## src/rtl/op2_ser_pkg.sv

```systemverilog
package op2_ser_pkg;
  typedef enum logic [2:0] {
    PH_CMD,
    PH_DUMMY,
    PH_ARMED,
    PH_DATA,
    PH_REJECT
  } op2_phase_e;
endpackage

```

## src/rtl/op2_sck_edge.sv

```systemverilog
module op2_sck_edge (
  input  logic clk,
  input  logic rst,
  input  logic sck,
  output logic rise_o,
  output logic fall_o
);
  logic sck_q;

  always_ff @(posedge clk) begin
    if (rst) sck_q <= 1'b0;
    else     sck_q <= sck;
  end

  assign rise_o = sck & ~sck_q;
  assign fall_o = ~sck & sck_q;
endmodule

```

## src/rtl/op2_phase_ctl.sv

```systemverilog
module op2_phase_ctl
  import op2_ser_pkg::*;
#(
  parameter int              OP_W       = 8,
  parameter int              DUMMY_CLKS = 8,
  parameter logic [OP_W-1:0] OPCODE     = 8'h96
) (
  input  logic clk,
  input  logic rst,
  input  logic csn,
  input  logic mosi,
  input  logic rise,
  input  logic fall,
  output logic load_o,
  output logic shift_o
);
  localparam int CNT_MAX = (OP_W > DUMMY_CLKS) ? OP_W : DUMMY_CLKS;
  localparam int CNT_W   = $clog2(CNT_MAX + 1);

  op2_phase_e      ph;
  logic [CNT_W-1:0] cnt;
  logic [OP_W-1:0]  cmd_sr;
  logic [OP_W-1:0]  cmd_next;

  assign cmd_next = {cmd_sr[OP_W-2:0], mosi};

  always_ff @(posedge clk) begin
    if (rst || csn) begin
      ph     <= PH_CMD;
      cnt    <= '0;
      cmd_sr <= '0;
    end else begin
      case (ph)
        PH_CMD: if (rise) begin
          cmd_sr <= cmd_next;
          if (cnt == CNT_W'(OP_W - 1)) begin
            cnt <= '0;
            if (cmd_next != OPCODE)  ph <= PH_REJECT;
            else if (DUMMY_CLKS == 0) ph <= PH_ARMED;
            else                      ph <= PH_DUMMY;
          end else begin
            cnt <= cnt + 1'b1;
          end
        end
        PH_DUMMY: if (rise) begin
          if (cnt == CNT_W'(DUMMY_CLKS - 1)) begin
            cnt <= '0;
            ph  <= PH_ARMED;
          end else begin
            cnt <= cnt + 1'b1;
          end
        end
        PH_ARMED: if (fall) ph <= PH_DATA;
        default: ;
      endcase
    end
  end

  assign load_o  = (ph == PH_ARMED) && fall;
  assign shift_o = (ph == PH_DATA) && fall;


  cnt_range_chk: assert property (@(posedge clk) disable iff (rst)
    int'(cnt) < CNT_MAX);


  cmd_restart_chk: assert property (@(posedge clk) disable iff (rst)
    csn |=> (ph == PH_CMD && cnt == '0));


  reject_sticky_chk: assert property (@(posedge clk) disable iff (rst)
    (ph == PH_REJECT && !csn) |=> ph == PH_REJECT);
endmodule

```

## src/rtl/op2_resp_store.sv

```systemverilog
module op2_resp_store #(
  parameter int TAG_W = 96,
  parameter int CNT_W = 32,
  parameter int SIG_W = 256,
  localparam int BUF_W = TAG_W + CNT_W + SIG_W
) (
  input  logic             clk,
  input  logic             rst,
  input  logic             ld,
  input  logic [TAG_W-1:0] tag,
  input  logic [CNT_W-1:0] cnt,
  input  logic [SIG_W-1:0] sig,
  output logic [BUF_W-1:0] resp_o
);
  logic [BUF_W-1:0] resp_q;

  always_ff @(posedge clk) begin
    if (rst)     resp_q <= '0;
    else if (ld) resp_q <= {tag, cnt, sig};
  end

  assign resp_o = resp_q;


  buf_hold_chk: assert property (@(posedge clk) disable iff (rst)
    !ld |=> $stable(resp_q));
endmodule

```

## src/rtl/op2_shift_out.sv

```systemverilog
module op2_shift_out #(
  parameter int FRAME_W = 392
) (
  input  logic               clk,
  input  logic               rst,
  input  logic               csn,
  input  logic               load,
  input  logic               shift,
  input  logic [FRAME_W-1:0] frame,
  output logic               miso_o
);
  logic [FRAME_W-1:0] sr_q;
  logic               miso_q;

  always_ff @(posedge clk) begin
    if (rst) begin
      sr_q   <= '0;
      miso_q <= 1'b0;
    end else if (csn) begin
      miso_q <= 1'b0;
    end else if (load) begin
      miso_q <= frame[FRAME_W-1];
      sr_q   <= {frame[FRAME_W-2:0], 1'b0};
    end else if (shift) begin
      miso_q <= sr_q[FRAME_W-1];
      sr_q   <= {sr_q[FRAME_W-2:0], 1'b0};
    end
  end

  assign miso_o = miso_q;


  miso_idle_chk: assert property (@(posedge clk) disable iff (rst)
    csn |=> !miso_q);


  miso_hold_chk: assert property (@(posedge clk) disable iff (rst)
    (!csn && !load && !shift) |=> $stable(miso_q));
endmodule

```

## src/rtl/op2_resp_ser.sv

```systemverilog
module op2_resp_ser #(
  parameter int   OP_W       = 8,
  parameter int   DUMMY_CLKS = 8,
  parameter logic [OP_W-1:0] OPCODE = 8'h96,
  parameter int   STAT_W     = 8,
  parameter int   TAG_W      = 96,
  parameter int   CNT_W      = 32,
  parameter int   SIG_W      = 256
) (
  input  logic             clk,
  input  logic             rst,
  input  logic             spi_sck,
  input  logic             spi_csn,
  input  logic             spi_mosi,
  output logic             spi_miso,
  input  logic [STAT_W-1:0] stat_i,
  input  logic             ld_i,
  input  logic [TAG_W-1:0] ld_tag_i,
  input  logic [CNT_W-1:0] ld_cnt_i,
  input  logic [SIG_W-1:0] ld_sig_i
);
  localparam int BUF_W   = TAG_W + CNT_W + SIG_W;
  localparam int FRAME_W = STAT_W + BUF_W;

  logic             rise, fall, load, shift;
  logic [BUF_W-1:0] resp;

  op2_sck_edge u_edge (
    .clk    (clk),
    .rst    (rst),
    .sck    (spi_sck),
    .rise_o (rise),
    .fall_o (fall)
  );

  op2_phase_ctl #(
    .OP_W       (OP_W),
    .DUMMY_CLKS (DUMMY_CLKS),
    .OPCODE     (OPCODE)
  ) u_phase (
    .clk     (clk),
    .rst     (rst),
    .csn     (spi_csn),
    .mosi    (spi_mosi),
    .rise    (rise),
    .fall    (fall),
    .load_o  (load),
    .shift_o (shift)
  );

  op2_resp_store #(
    .TAG_W (TAG_W),
    .CNT_W (CNT_W),
    .SIG_W (SIG_W)
  ) u_store (
    .clk    (clk),
    .rst    (rst),
    .ld     (ld_i),
    .tag    (ld_tag_i),
    .cnt    (ld_cnt_i),
    .sig    (ld_sig_i),
    .resp_o (resp)
  );

  op2_shift_out #(
    .FRAME_W (FRAME_W)
  ) u_shift (
    .clk    (clk),
    .rst    (rst),
    .csn    (spi_csn),
    .load   (load),
    .shift  (shift),
    .frame  ({stat_i, resp}),
    .miso_o (spi_miso)
  );
endmodule

```

## config.mk

```make
export PLATFORM = sky130hd
export DESIGN_NAME = op2_resp_ser
export DESIGN_NICKNAME = d
export VERILOG_FILES = /design/src/rtl/op2_ser_pkg.sv /design/src/rtl/op2_sck_edge.sv /design/src/rtl/op2_phase_ctl.sv /design/src/rtl/op2_resp_store.sv /design/src/rtl/op2_shift_out.sv /design/src/rtl/op2_resp_ser.sv
export SDC_FILE = /design/constraint.sdc
export NUM_CORES = 2
export LEC_CHECK = 0
export BUFFER_PORTS_ARGS = -buffer_cell sky130_fd_sc_hd__buf_2
export CORE_UTILIZATION = 59
export DETAILED_ROUTE_END_ITERATION = 12
export GPL_ROUTABILITY_DRIVEN = 0
export PLACE_DENSITY = 0.8
export SYNTH_ARGS = -nofsm -noshare
export SYNTH_HDL_FRONTEND = slang
export SYNTH_HIERARCHICAL = 1
export SYNTH_SLANG_ARGS = --single-unit
```

## constraint.sdc

```tcl
create_clock -name clk -period 1.9 [get_ports clk]
set_input_delay 0.095 -clock clk [delete_from_list [all_inputs] [get_ports clk]]
set_output_delay 0.095 -clock clk [all_outputs]
set_load 0.005 [all_outputs]
```

After elaboration in Yosys (flattened, before gate mapping)
Index checks and enable logic that the tools add are counted.
Widths: inputs -> output; s select.
{"block": "word_totals", "regBits": 792, "output_inout_bits": 1}
{"block": "op_classes", "n_addsub": 1, "eq_ne": 10, "n_mux": 12, "n_bitwise": 5, "reduce_logical": 12}
{"op": "$mux 392", "n": 2}
{"op": "$mux 3", "n": 6}
{"op": "$pmux 3 s3", "n": 1}
{"op": "$ne 8x8->1 const B", "n": 1}
{"op": "$eq 3x2->1 const B", "n": 2}
{"op": "$ne 2x1->1 const B", "n": 3}
{"op": "$reduce_and 2->1", "n": 3}
{"op": "$reduce_and 6->1", "n": 1}
{"op": "$add 4x1->4 const B", "n": 1}
{"op": "$eq 4x3->1 const B", "n": 1}
{"op": "$mux 4", "n": 1}
{"op": "$ne 2x2->1 const B", "n": 2}
{"op": "$reduce_or 2->1", "n": 2}
{"op": "$eq 3x1->1 const B", "n": 1}
{"op": "$logic_not 3->1", "n": 1}
{"op": "$not 1->1", "n": 3}
{"op": "$reduce_bool 3->1", "n": 1}
{"op": "$and 1x1->1", "n": 2}
{"op": "$logic_and 1x1->1", "n": 2}
{"op": "$mux 1", "n": 2}
{"op": "$reduce_bool 2->1", "n": 1}
{"op": "$logic_or 1x1->1", "n": 1}

Logic depth before layout (Yosys ltp)
{"block": "logic_depth", "ltp_word": 5, "mapped_depth": 8, "ltp_nobuf": 5}

Cells and area by module
Netlist, hierarchy kept.
{"mod": "op2_shift_out", "instances": 1, "cells_per_inst": 1790, "area_each_um2": 21873.5, "seq_area_each_um2": 7847.5}
{"mod": "op2_resp_store", "instances": 1, "cells_per_inst": 1238, "area_each_um2": 13970.9, "seq_area_each_um2": 7687.4}
{"mod": "op2_phase_ctl", "instances": 1, "cells_per_inst": 67, "area_each_um2": 646.9, "seq_area_each_um2": 280.3}
{"mod": "op2_sck_edge", "instances": 1, "cells_per_inst": 4, "area_each_um2": 38.8, "seq_area_each_um2": 20.0}

Worst setup path after synthesis
OpenSTA, ideal clock, no wires.
{"block": "synth_path", "kind": "register to register", "from": "reg u_phase.ph[2]", "to": "reg u_shift.sr_q[384]", "arrival_ns": 1.553, "required_time_ns": 1.773, "slack_ns": 0.220, "stages_incl_launch_ff": 9, "path_buffers": 4, "period_less_slack_ns": 1.680, "path_cell_list": "dfxtp_1 > inv_1 > and4_1 > buf_4 > nor2_1 > buf_6 > buf_4 > buf_4 > o32ai_2"}
{"block": "synth_via", "elab_chain_len": 4, "elab_cells_between_ends": 7}
{"element": "start, declared", "line_no": "op2_phase_ctl.sv:20", "source": "op2_phase_e ph;"}
{"element": "start signal, assigned", "line_no": "op2_phase_ctl.sv:29", "source": "ph <= PH_CMD;"}
{"element": "start signal, assigned", "line_no": "op2_phase_ctl.sv:38", "source": "if (cmd_next != OPCODE) ph <= PH_REJECT;"}
{"element": "start signal, assigned", "line_no": "op2_phase_ctl.sv:39", "source": "else if (DUMMY_CLKS == 0) ph <= PH_ARMED;"}
{"element": "$eq 3x2->1 *", "line_no": "op2_phase_ctl.sv:59", "source": "assign load_o = (ph == PH_ARMED) && fall;"}
{"element": "$logic_and 1x1->1 *", "line_no": "op2_phase_ctl.sv:59"}
{"element": "via load", "line_no": "op2_resp_ser.sv:25", "source": "logic rise, fall, load, shift;"}
{"element": "$reduce_bool 2->1 (no line)"}
{"element": "$reduce_and 2->1 (no line)"}
{"element": "end signal, assigned", "line_no": "op2_shift_out.sv:23", "source": "sr_q <= {frame[FRAME_W-2:0], 1'b0};"}
{"element": "end signal, assigned", "line_no": "op2_shift_out.sv:26", "source": "sr_q <= {sr_q[FRAME_W-2:0], 1'b0};"}
{"element": "end, declared", "line_no": "op2_shift_out.sv:12", "source": "logic [FRAME_W-1:0] sr_q;"}
Mark *: on every way through the listed nets, which the timed path passes. The rest lies on a longest branch.
A chain may end at the register's enable or synchronous reset.

Worst setup path in the final report
{"block": "layout_path", "from": "reg u_edge.sck_q", "to": "reg u_shift.sr_q[275]"}
{"block": "layout_via", "elab_chain_len": 4, "elab_cells_between_ends": 6}
{"element": "start, declared", "line_no": "op2_sck_edge.sv:8", "source": "logic sck_q;"}
{"element": "start signal, assigned", "line_no": "op2_sck_edge.sv:12", "source": "else sck_q <= sck;"}
{"element": "$and 1x1->1 *", "line_no": "op2_sck_edge.sv:16", "source": "assign fall_o = ~sck & sck_q;"}
{"element": "via fall", "line_no": "op2_resp_ser.sv:25"}
{"element": "$logic_and 1x1->1 *", "line_no": "op2_phase_ctl.sv:59"}
{"element": "via load", "line_no": "op2_resp_ser.sv:25"}
{"element": "$reduce_bool 2->1 (no line)"}
{"element": "$reduce_and 2->1 (no line)"}
Marked as above.

==> impl_metrics.yaml <==
run_status:
  status: "finished, violations left"
  violations: "setup timing"
clocking:
  cts-htree-levels: 3
  numClockSinks: 791
  cts_buffer_depth: 3
  cts_tree: "built"
  clk_pin_slew_ps: 70
  root_buffer: "clkbuf_16"
  numCtsBuffers: 82
  insertion_delay_ps: 620
finish:
  final_cell_mix: "789 x dfxtp_1, 737 x mux2i_1, 414 x dlygate4sd3_1"
  area_growth_pct: 27.8
  final_cells: 4695
  drive_above_1_share: 0.287
  final_common_cell: "dfxtp_1"
  final_nets: 4238
  finalInstanceArea_um2: 46700
detailed_routing:
  avgViaCountPerCell: 5.96
  route.detailed.drc: 0
  dr_total_vias: 28000
  drtAntennaViolNets: 0
  drt_first_pass_iters: 5
  route.final.wire_length_mm: 105
  wire_per_inst_um: 22.3
  drt_iter0_markers: 2123
flow_run:
  cap_violations: 0
worst_setup_path:
  startpoint_type: "flop"
  worst_ep_arrival_time_ps: 2390
  cp-end-kind: "flop"
  path_delay_family: "buffers and inverters"
  crit_fanout: 8
  crit_chain: "nor2b_4 -> and4_4 -> buf_8 -> buf_12 -> buf_12 -> buf_8 -> mux2i_1 -> o32ai_2"
  cpPeakStageDelay_ps: 330
  worstPathRequired_ps: 2370
  cp.buffers_inverters: 4
  path_class: "reg -> reg"
  crit_slowest_cell: "dfxtp_2"
synthesis:
  synth_area_um2: 36500
  synth_ff_type: "dfxtp_1"
  yosysSeqAreaShare: 0.433
  synth_cell_type_count: 36
  synth_area_leaders: "dfxtp_1 43%, mux2i_1 21%, o32ai_2 17%, nand2b_1 6.7%, nor2_1 4.1%"
  yosys_warnings: 6
  synth_async_sr_flop_share: 0
  yosysTopAreaCellShare: 0.433
  synth_edf_count: 0
  yosysTopAreaCell: "dfxtp_1"
  ys_ff_latch: 791
  syn-num-nets: 3498
  netlist_instances: 3099
  avgSynthCellArea_um2: 11.8
floorplanning:
  die_x_um: 251
  die_area_um2: 62900
  rows: 90
  core_area_um2: 60800
  die_y_um: 251
  io_pins: 399
  start_util: 0.601
power_and_ir_drop:
  power_density_nw_per_um2: 800
  power_w: 0.0373
  p_leak_nw: 16.9
  peakVddDrop_v: 0.000854
timing:
  rsz0062_at_grt: "yes"
  fin_ws_ps: -20.8
  finalHoldViolations: 0
  fin_skew_ps: 28.6
  min_period_over_period: 1.01
  fin_crit_ps: 1920
  tightest_slew_ps: 850
  slew_headroom: 0.433
  finalSetupViolCount: 1
  drv_slew: 0
  fmax_mhz: 521
global_routing:
  first_global_vias: 29700
  antenna_found_initial: 10
  grt_max_degree: 210
  grt_pass1_wl_mm: 159
  track_usage: 0.313
  grt_overflow: 0
placement:
  numPortBuffers: 398
  dp.cells: 4103
  dpl_cell_area_um2: 38900
  dp_hpwl_mm: 54.4
  pre_cts_slack_ps: -146
hold_path:
  min_path_type: "in -> reg"
==> per-stage QoR <==
stage                     hold WS, ps  utilization  setup TNS [ps]
after floorplan                   167            -               0
after global placement            328        0.639           -4660
after detailed placement          335        0.639          -14610
after CTS                        77.2        0.759               0
after global routing              109        0.768            -331
final                             110        0.768           -20.8
==> logic make-up after synthesis <==
kind of cell,Yosys count,share of synthesized area
compound gates,401,0.173
xor+xnor,3,0.000719
fa+ha+maj,1,0.000342
buf+inv,312,0.0658
flops,791,0.433
mux,783,0.215
simple gates,808,0.112
==> repair_timing <==
item | in CTS | in global routing
setup endpoints to repair | 309 | 261
cloned | 3 | 6
hold buffers | 414 | 0
buffers inserted | 10 | 2
hold endpoints to repair | 418 | 0
gates resized for setup | 30 | 67
pin swaps | 2 | 1
==> metal layers <==
layer | part of all wire | GRT usage
met1 | 0.39 | 0.360
met2 | 0.51 | 0.557
met3 | 0.050 | 0.0517
met4 | 0.054 | 0.167
met5 | 0.00021 | 0
==> state kept, by name (all words and copies together), names as in the netlist <==
name	flops
u_edge/sck_q	1
u_phase/cmd_sr	7
u_phase/cnt	4
u_phase/ph	3
u_shift/miso_o	1
u_shift/sr_q	391
u_store/resp_o	384
==> worst paths after layout <==
path,to,cells past startpoint,slack [ps],start
max,u_shift/sr_q[275],8,-20,u_edge/sck_q
max reg2reg,u_shift/sr_q[275],8,-20,u_edge/sck_q
min,u_store/resp_o[45],4,110,ld_i
min reg2reg,u_store/resp_o[19],2,490,u_store/resp_o[19]
==> power by group <==
group | internal, W | leakage, nW | total, W | switching, W
Sequential | 0.0171 | 6.45 | 0.0175 | 0.000421
Clock | 0.00996 | 1.39 | 0.0168 | 0.00680
Combinational | 0.00163 | 9.10 | 0.00309 | 0.00145
Total | 0.0287 | 16.9 | 0.0373 | 0.00868
==> synthesized netlist by cell type (6+ instances only) <==
| cell | number |
|---|---|
| dfxtp_1 | 791 |
| mux2i_1 | 783 |
| nor2_1 | 398 |
| nand2b_1 | 390 |
| o32ai_2 | 378 |
| buf_2 | 109 |
| buf_4 | 75 |
| clkbuf_1 | 51 |
| buf_12 | 34 |
| buf_6 | 25 |
| o32ai_1 | 13 |
| buf_1 | 6 |
| buf_8 | 6 |
==> tightest hold or removal path, delay by kind of cell <==
| family | cells | cell delay (ps) |
|---|---|---|
| simple gates | 1 | 70 |
| buf+inv | 2 | 390 |
| mux | 1 | 120 |
==> cell type report <==
type                            count  area (um^2)
Antenna cell                        8         20.0
Clock buffer                      118         2420
Clock inverter                     32          383
Fill cell                        3348        14100
Inverter                            4         15.0
Multi-Input combinational cell   1996        18700
Sequential cell                   791        15800
Tap cell                          782          978
Timing Repair Buffer              964         8360
Note: power is estimated with default switching activity, not from simulation.
